<file path="config.mk">
export PLATFORM = sky130hd
export DESIGN_NAME = rtc_calendar_core
export DESIGN_NICKNAME = d
export VERILOG_FILES = /design/src/rtl/rtc_pkg.sv /design/src/rtl/rtc_prescaler.sv /design/src/rtl/rtc_calendar.sv /design/src/rtl/rtc_snapshot.sv /design/src/rtl/rtc_calendar_core.sv
export SDC_FILE = /design/constraint.sdc
export NUM_CORES = 1
export LEC_CHECK = 0
export ABC_AREA = 1
export BUFFER_PORTS_ARGS = -buffer_cell sky130_fd_sc_hd__buf_2
export CORE_MARGIN = 1
export CORE_UTILIZATION = 50
export DETAILED_ROUTE_END_ITERATION = 8
export PLACE_DENSITY = 0.71
export SYNTH_ARGS = -nofsm -noshare
export SYNTH_HDL_FRONTEND = slang
export SYNTH_SLANG_ARGS = --single-unit
</file>
<file path="constraint.sdc">
create_clock -name clk -period 2.48 [get_ports clk]
set_clock_uncertainty 0.15 [all_clocks]
set_input_delay 0.124 -clock clk [delete_from_list [all_inputs] [get_ports clk]]
set_output_delay 0.124 -clock clk [all_outputs]
set_load 0.05 [all_outputs]
</file>
<file path="src/rtl/rtc_pkg.sv">
package rtc_pkg;

   localparam int NUM_REGS = 8;
   localparam int ADDR_W   = $clog2(NUM_REGS);

   // field order: the last member sits at the lowest byte, so byte i is address i
   typedef struct packed {
      logic [7:0] cent;
      logic [7:0] year;
      logic [7:0] month;
      logic [7:0] date;
      logic [7:0] dow;
      logic [7:0] hour;
      logic [7:0] min;
      logic [7:0] sec;
   } rtc_time_t;

   localparam rtc_time_t RTC_RESET = '{cent: 8'h20, year: 8'h00, month: 8'h01,
                                       date: 8'h01, dow: 8'h00, hour: 8'h80,
                                       min: 8'h00, sec: 8'h00};

   function automatic logic [7:0] bcd_inc(input logic [7:0] v);
      if (v[3:0] == 4'd9) return {v[7:4] + 4'd1, 4'd0};
      return v + 8'd1;
   endfunction

   function automatic int bcd_to_int(input logic [7:0] v);
      return int'(v[7:4]) * 10 + int'(v[3:0]);
   endfunction

   function automatic logic leap_year(input logic [7:0] year, input logic [7:0] cent);
      if (year == 8'h00) return (bcd_to_int(cent) % 4) == 0;
      return (bcd_to_int(year) % 4) == 0;
   endfunction

   function automatic logic [7:0] month_last_day(input logic [7:0] month,
                                                 input logic [7:0] year,
                                                 input logic [7:0] cent);
      case (month)
         8'h02:                      return leap_year(year, cent) ? 8'h29 : 8'h28;
         8'h04, 8'h06, 8'h09, 8'h11: return 8'h30;
         default:                    return 8'h31;
      endcase
   endfunction

endpackage

</file>
<file path="src/rtl/rtc_prescaler.sv">
module rtc_prescaler #(
   parameter int DIV = 32768
) (
   input  logic clk,
   input  logic rst_n,
   input  logic run,
   input  logic en,
   input  logic clear,
   output logic sec_tick
);
   localparam int CNT_W = (DIV > 2) ? $clog2(DIV) : 1;

   if (DIV < 2) begin : g_bad_div
      $error("rtc_prescaler: DIV must be at least 2");
   end

   logic [CNT_W-1:0] cnt;
   logic             at_last;

   // a power-of-two divider wraps by itself; others need a terminal compare
   if ((DIV & (DIV - 1)) == 0) begin : g_pow2
      assign at_last = &cnt;
   end else begin : g_cmp
      assign at_last = (cnt == CNT_W'(DIV - 1));
   end

   always_ff @(posedge clk) begin
      if (!rst_n)              cnt <= '0;
      else if (clear || !run)  cnt <= '0;
      else if (en)             cnt <= at_last ? '0 : cnt + 1'b1;
   end

   assign sec_tick = run && en && at_last && !clear;


   cnt_range_chk: assert property (@(posedge clk) disable iff (!rst_n)
      int'(cnt) < DIV);


   wr_clear_chk: assert property (@(posedge clk) disable iff (!rst_n)
      clear |=> (cnt == '0) && !sec_tick);

endmodule

</file>
<file path="src/rtl/rtc_calendar.sv">
module rtc_calendar
   import rtc_pkg::*;
(
   input  logic              clk,
   input  logic              rst_n,
   input  logic              sec_tick,
   input  logic              wr_en,
   input  logic [ADDR_W-1:0] wr_addr,
   input  logic [7:0]        wr_data,
   output rtc_time_t         now,
   output logic              running
);
   rtc_time_t                    nx;
   rtc_time_t                    merged;
   logic [NUM_REGS-1:0][7:0]     bytes_w;
   logic                         c_min, c_hr, c_day, c_mon, c_yr, c_cent;
   logic [7:0]                   hinc24, hinc12;

   always_comb begin
      bytes_w          = now;
      bytes_w[wr_addr] = wr_data;
      merged           = rtc_time_t'(bytes_w);
   end

   always_comb begin
      nx     = now;
      c_min  = 1'b0; c_hr = 1'b0; c_day = 1'b0;
      c_mon  = 1'b0; c_yr = 1'b0; c_cent = 1'b0;
      hinc24 = bcd_inc({2'b00, now.hour[5:0]});
      hinc12 = bcd_inc({3'b000, now.hour[4:0]});

      if (now.sec == 8'h59) begin nx.sec = 8'h00; c_min = 1'b1; end
      else                         nx.sec = bcd_inc(now.sec);

      if (c_min) begin
         if (now.min == 8'h59) begin nx.min = 8'h00; c_hr = 1'b1; end
         else                         nx.min = bcd_inc(now.min);
      end

      if (c_hr) begin
         if (now.hour[7]) begin
            if (now.hour[5:0] == 6'h23) begin nx.hour = 8'h80; c_day = 1'b1; end
            else                               nx.hour = {2'b10, hinc24[5:0]};
         end else begin
            if (now.hour[4:0] == 5'h12)
               nx.hour = {2'b00, now.hour[5], 5'h01};
            else if (now.hour[4:0] == 5'h11) begin
               nx.hour = {2'b00, ~now.hour[5], 5'h12};
               c_day   = now.hour[5];
            end else
               nx.hour = {2'b00, now.hour[5], hinc12[4:0]};
         end
      end

      if (c_day) begin
         nx.dow = (now.dow >= 8'd6) ? 8'd0 : now.dow + 8'd1;
         if (now.date == month_last_day(now.month, now.year, now.cent)) begin
            nx.date = 8'h01; c_mon = 1'b1;
         end else nx.date = bcd_inc(now.date);
      end

      if (c_mon) begin
         if (now.month == 8'h12) begin nx.month = 8'h01; c_yr = 1'b1; end
         else                           nx.month = bcd_inc(now.month);
      end

      if (c_yr) begin
         if (now.year == 8'h99) begin nx.year = 8'h00; c_cent = 1'b1; end
         else                          nx.year = bcd_inc(now.year);
      end

      if (c_cent) nx.cent = (now.cent == 8'h99) ? 8'h00 : bcd_inc(now.cent);
   end

   always_ff @(posedge clk) begin
      if (!rst_n) begin
         now     <= RTC_RESET;
         running <= 1'b0;
      end else begin
         if (wr_en)         now <= merged;
         else if (sec_tick) now <= nx;
         if (wr_en) running <= 1'b1;
      end
   end


   halt_hold_chk: assert property (@(posedge clk) disable iff (!rst_n)
      (!running && !wr_en) |=> $stable(now));


   sec_wrap_chk: assert property (@(posedge clk) disable iff (!rst_n)
      (sec_tick && !wr_en && now.sec == 8'h59) |=> (now.sec == 8'h00));

endmodule

</file>
<file path="src/rtl/rtc_snapshot.sv">
module rtc_snapshot
   import rtc_pkg::*;
(
   input  logic              clk,
   input  logic              rst_n,
   input  logic              rd_start,
   input  logic              rd_next,
   input  logic [ADDR_W-1:0] rd_addr,
   input  rtc_time_t         live,
   output logic [7:0]        rd_data
);
   rtc_time_t                snap;
   logic [NUM_REGS-1:0][7:0] snap_b;
   logic [ADDR_W-1:0]        ptr;

   always_ff @(posedge clk) begin
      if (!rst_n) begin
         snap <= RTC_RESET;
         ptr  <= '0;
      end else if (rd_start) begin
         snap <= live;
         ptr  <= rd_addr;
      end else if (rd_next) begin
         ptr  <= ptr + 1'b1;
      end
   end

   assign snap_b  = snap;
   assign rd_data = snap_b[ptr];


   snap_load_chk: assert property (@(posedge clk) disable iff (!rst_n)
      rd_start |=> (snap == $past(live)));


   snap_hold_chk: assert property (@(posedge clk) disable iff (!rst_n)
      !rd_start |=> $stable(snap));

endmodule

</file>
<file path="src/rtl/rtc_calendar_core.sv">
module rtc_calendar_core
   import rtc_pkg::*;
#(
   parameter int DIV = 32768
) (
   input  logic              clk,
   input  logic              rst_n,
   input  logic              tick_en,
   input  logic [ADDR_W-1:0] reg_addr,
   input  logic              wr_en,
   input  logic [7:0]        wr_data,
   input  logic              rd_start,
   input  logic              rd_next,
   output logic [7:0]        rd_data,
   output logic              halted
);
   logic      sec_tick;
   logic      running;
   rtc_time_t live;

   rtc_prescaler #(.DIV(DIV)) u_presc (
      .clk      (clk),
      .rst_n    (rst_n),
      .run      (running),
      .en       (tick_en),
      .clear    (wr_en),
      .sec_tick (sec_tick)
   );

   rtc_calendar u_cal (
      .clk      (clk),
      .rst_n    (rst_n),
      .sec_tick (sec_tick),
      .wr_en    (wr_en),
      .wr_addr  (reg_addr),
      .wr_data  (wr_data),
      .now      (live),
      .running  (running)
   );

   rtc_snapshot u_snap (
      .clk      (clk),
      .rst_n    (rst_n),
      .rd_start (rd_start),
      .rd_next  (rd_next),
      .rd_addr  (reg_addr),
      .live     (live),
      .rd_data  (rd_data)
   );

   assign halted = !running;

endmodule

</file>
==> results of run 1 <==
==> flip-flops by register name, indices dropped and copies added, names as in the netlist <==
signal,cells
u_cal.running,1
u_presc.cnt,15
u_cal.now,64
u_snap.ptr,3
u_snap.snap,64
==> final cells by class <==
type | count | area [µm²] | share of cell area [%]
inverters | 139 | 522 | 5.56
well taps | 216 | 270 | 2.88
flip-flops and latches | 147 | 2940 | 31.4
clock buffers | 19 | 443 | 4.72
repair buffers | 58 | 425 | 4.53
multi-input cells | 883 | 4650 | 49.5
clock inverters | 11 | 133 | 1.41
==> timing repair <==
action                     in CTS  in global routing
gates resized for setup         0                  3
hold endpoints to repair       13                  0
buffers inserted                0                  2
setup endpoints to repair       0                 42
hold buffers                   11                  0
==> metal layers <==
| layer | wire, µm | global-route usage (%) | vias up |
|---|---|---|---|
| met4 | 786 | 12.5 | 0 |
| met5 | 0 | 0 | - |
| met3 | 1800 | 5.79 | 63 |
| li1 | - | - | 4146 |
| met2 | 10500 | 41.9 | 328 |
| met1 | 11100 | 38.7 | 3833 |
==> kinds of logic (layout without fill, tap and decap cells) <==
group	after synthesis	count (layout)	synth area share (%)
DFF	147	147	35.3
AOI/OAI and AO/OA	328	328	21.9
buffers and inverters	191	227	9.27
xor gates and xnor gates	20	20	2.10
and+or+nand+nor	504	506	27.0
adders and majority gates	29	29	4.35
==> power by group through the flow <==
stage,combinational (mW),clock (mW),sequential (mW)
after global routing,1.07,2.70,2.60
after global placement,0.920,0,2.64
after detailed placement,0.926,0,2.64
after CTS,0.947,2.59,2.59
final,0.969,2.56,2.59
after floorplan,0.697,0,2.60
==> path summary, 6_finish.rpt <==
check	startpoint	to	slack, ns	cells past startpoint
max reg2reg	u_presc.cnt[0]$_SDFFE_PP0P_	u_cal.now[18]$_SDFFE_PN0P_	0.07	8
min reg2reg	u_presc.cnt[11]$_SDFFE_PP0P_	u_presc.cnt[11]$_SDFFE_PP0P_	0.32	2
min	wr_data[2]	u_cal.now[18]$_SDFFE_PN0P_	0.03	5
max	u_presc.cnt[0]$_SDFFE_PP0P_	u_cal.now[18]$_SDFFE_PN0P_	0.07	8
==> layout by cell type, fill, tap and decap left out, types with 20 or more instances in the layout <==
master,instances
dfxtp_1,146
buf_4,20
o22ai_1,24
o21ai_0,137
nand4_1,36
nor2_1,168
nand2_1,201
inv_1,126
ha_1,29
nand3_1,54
buf_2,25
a21oi_1,108
==> worst register-to-register path, stage by stage, from the launching register on <==
cell and delay, ns:
dfxtp_1 0.38, ha_1 0.21, nand4_1 0.13, nor2_1 0.15, nand4_1 0.26, nand2_1 0.31, nand3_1 0.36, o21ai_0 0.28
a21oi_1 0.06
==> results.yml, run 1 <==
timing:
  tns_ns: 0
  relSlewSlack_pct: 57.4
  rsz0062_at_grt: "yes"
  worst_slack_ns: 0.0681
  setup_viol: 0
  maxSlewViolCount: 0
  fmax_ghz: 0.415
  holdWs_ns: 0.0345
  min_period_over_period_pct: 97.3
  hold_violations: 0
  min_period_ns: 2.41
  tightest_slew_ns: 0.637
run:
  drv_cap: 0
place:
  post-place-cells: 1428
  gp_congestion: 0.909
  post-place-ws_ns: 0.142
  numPortBuffers: 25
  dp_hpwl_um: 16500
  placed_area_um2: 8660
global_route:
  gr-total-overflow: 0
  grt_pass1_wl_um: 38300
  track_usage_pct: 28.0
  grt_start_max_net_pins: 119
  antenna_found_initial: 0
  grt_pass1_vias: 7292
yosys:
  syn_area_per_cell_um2: 6.84
  yosysTopAreaCell: "dfxtp_1"
  synth-edff-count: 0
  syn-cell-area_um2: 8340
  synth_top_area_share_pct: 35.3
  yosysMostFrequentCell: "nand2_1"
  synth_seq_area_share_pct: 35.3
  synth_area_leaders: "dfxtp_1 (35%), nand2_1 (9.1%), o21ai_0 (8.2%), nor2_1 (7.6%), a21oi_1 (6.5%)"
  yosysWarnings: 0
  synth-async-reset-ratio_pct: 0
  synth_nets: 1265
  postSynth.topFlopCell: "dfxtp_1"
  synth_common_cells: "nand2_1 (202), nor2_1 (169), dfxtp_1 (147)"
  ys_ff_latch: 147
  ys_types: 46
  syn_inst: 1219
drt:
  via_per_inst: 5.68
  drc: 0
  drtIter0Drc: 907
  vias: 8370
  wl_per_cell_um: 16.4
  routed_wl_um: 24200
  firstDrtPassIters: 7
  drt.antenna.violating_nets: 0
floorplanning:
  fp.dieW_um: 131
  io_pins: 26
  start_util_pct: 51.9
  coreArea_um2: 16100
  num_rows: 46
  die_y_um: 131
  dieArea_um2: 17200
power:
  clockPowerShare_pct: 41.8
  power.total_mw: 6.12
  peakVddDrop_mv: 0.488
  p_per_area_nw_per_um2: 652
  p_leak_nw: 4.03
  p_sw_mw: 1.83
  swShare_pct: 29.9
  p_seq_share_pct: 42.3
  p_int_mw: 4.29
  pwr-share-comb_pct: 15.8
layout:
  final_cells: 1473
  area.growth.synth_to_final_pct: 12.6
  fill_cells: 1502
  final_area_um2: 9390
  final_nets: 1292
  drive_gt1_share_pct: 9.94
  antennaDiodeCount: 0
  finish.utilization_pct: 58.4
worst_setup_path:
  cp_cell_sequence: "ha_1 > nand4_1 > nor2_1 > nand4_1 > nand2_1 > nand3_1 > o21ai_0 > a21oi_1"
  crit_top_cell: "nand4_1"
  crit_path_top_delay_cell: "dfxtp_1"
  critical-path-top-delay-family: "simple AND/OR/NAND/NOR gates"
  cp_num_buf_inv: 0
  worst-path-max-fanout: 11
  max_stage_delay_ns: 0.38
  critPathCaptureType: "register"
  critPathLaunchType: "register"
  critPathArrivalTime_ns: 2.58
  worstPathRequired_ns: 2.64
  path_class: "reg2reg"
clock_tree:
  clk_root_buffer_cell: "clkbuf_16"
  htreeDepth: 4
  clock_sinks: 147
  cts_made_buffers: 17
  path_clk_slew_ns: 0.06
  cts_tree: "done"
  cts_buffer_depth: 2
  clock_latency_ns: 0.44
worst_hold_path:
  hold_path.class: "in2reg"
outcome:
  status: "completed"
Note: power is estimated with default switching activity, not from simulation.
==> run 2: changes to the inputs <==
Settings changed: PLACE_DENSITY 0.71 to 0.68.
==> results.yml, run 2 (synthesis results as in run 1) <==
power:
  p_seq_share_pct: 42.1
  peakVddDrop_mv: 0.508
  p_leak_nw: 4.11
  p_int_mw: 4.28
  clockPowerShare_pct: 41.4
  pwr-share-comb_pct: 16.4
  p_sw_mw: 1.86
  swShare_pct: 30.3
  p_per_area_nw_per_um2: 644
clock_tree:
  cts_made_buffers: 17
  clk_root_buffer_cell: "clkbuf_16"
  path_clk_slew_ns: 0.06
  clock_latency_ns: 0.44
  cts_buffer_depth: 2
  cts_tree: "done"
  clock_sinks: 147
  htreeDepth: 4
timing:
  fmax_ghz: 0.419
  tightest_slew_ns: 0.612
  tns_ns: 0
  hold_violations: 0
  rsz0062_at_grt: "yes"
  min_period_over_period_pct: 96.3
  setup_viol: 0
  worst_slack_ns: 0.0916
  min_period_ns: 2.39
  relSlewSlack_pct: 59.1
  maxSlewViolCount: 0
  holdWs_ns: 0.0742
worst_hold_path:
  worstHoldStart: "reg_addr[1]"
  hold_path.class: "in2reg"
floorplanning:
  num_rows: 46
  dieArea_um2: 17200
  die_y_um: 131
  fp.dieW_um: 131
  start_util_pct: 51.9
  io_pins: 26
  coreArea_um2: 16100
layout:
  final_area_um2: 9530
  final_cell_mix: "nand2_1 (201), nor2_1 (169), dfxtp_1 (145)"
  final_cells: 1486
  area.growth.synth_to_final_pct: 14.3
  final_common_cell: "nand2_1"
  antennaDiodeCount: 0
  final_nets: 1304
  top_regs: "u_cal.now: 64 flops, u_snap.snap: 64 flops, u_presc.cnt: 15 flops"
  drive_gt1_share_pct: 11.1
global_route:
  grt_pass1_vias: 7509
  grt_pass1_wl_um: 38900
  track_usage_pct: 28.4
  grt_start_max_net_pins: 61
  antenna_found_initial: 1
  gr-total-overflow: 0
drt:
  firstDrtPassIters: 6
  wl_per_cell_um: 16.9
  via_per_inst: 5.73
  m1WireLength_um: 11500
  drc: 0
  drtIter0Drc: 940
  highest_layer: "met5"
  routed_wl_um: 25100
  vias: 8522
  wl_met3_um: 1870
  dr_wl_met2_um: 10900
  drt.antenna.violating_nets: 0
worst_setup_path:
  critPathArrivalTime_ns: 2.11
  worst-path-max-fanout: 18
  r2r_start: "u_presc.cnt[0]$_SDFFE_PP0P_"
  crit_start: "u_snap.ptr[0]$_SDFFE_PN0P_"
  critPathLaunchType: "register"
  worstPathRequired_ns: 2.21
  path_class: "reg2out"
  critPathCaptureType: "output pin"
run:
  drv_cap: 0
place:
  numPortBuffers: 25
  dp_hpwl_um: 17000
  placed_area_um2: 8680
  post-place-cells: 1432
  post-place-ws_ns: 0.118
  gp_congestion: 0.920
outcome:
  status: "completed"
==> run 2: cell types whose count changed in the layout (fill, tap and decap cells not counted), sizes merged <==
cell / previous run / this run
clkbuf: 19 / 20
inv: 139 / 137
dlygate4sd3: 11 / 12
clkinv: 4 / 8
nand2: 208 / 207
buf: 47 / 57
==> run 2: critical path, cell delays in order (launching register included) <==
cell and delay [ns]:
dfxtp_1 0.39, clkinvlp_4 0.28, buf_4 0.28, o21ai_0 0.27, a31oi_1 0.19, buf_2 0.26
==> run 2: final timing paths <==
kind / to / slack (ns) / cells after the start
setup / recovery: rd_data[0] / 0.09 / 5
hold / removal: u_snap.ptr[1]$_SDFFE_PN0P_ / 0.07 / 5
setup reg to reg: u_cal.now[18]$_SDFFE_PN0P_ / 0.10 / 8
hold reg to reg: u_presc.cnt[11]$_SDFFE_PP0P_ / 0.31 / 2
==> run 2: layout make-up <==
cell class              instances  area (µm²)
fillers                      1500        6530
multi-input cells             882        4640
flip-flops and latches        147        2950
repair buffers                 71         574
inverters                     139         529
clock buffers                  18         429
well taps                     216         270
clock inverters                13         138
==> run 2: timing repair <==
| action | in CTS | in global routing |
|---|---|---|
| endpoints found under the setup margin | 0 | 46 |
| gates resized for setup | 0 | 13 |
| buffers inserted | 0 | 8 |
| endpoints found under the hold margin | 53 | 0 |
| hold buffers | 12 | 0 |
==> run 2: power by group through the flow <==
stage	clock network [mW]	registers [mW]	logic, mW
3_5_place_dp	0	2.63	0.936
4_1_cts	2.56	2.58	0.958
6_report	2.54	2.59	1.01
5_1_grt	2.66	2.60	1.11
2_1_floorplan	0	2.60	0.697
3_3_place_gp	0	2.63	0.932
==> run 2: metal layers <==
layer | global-route usage [%] | vias to the layer above
met3 | 5.02 | 62
met5 | 0 | -
met1 | 40.4 | 3914
met4 | 10.2 | 2
li1 | - | 4179
met2 | 42.9 | 365
==> run 2: per-stage QoR <==
step	utilization, %	total power [mW]
floorplan	-	3.30
global route	59.4	6.36
detailed placement	54.0	3.57
finish	59.4	6.14
global placement	54.0	3.56
CTS	58.3	6.10
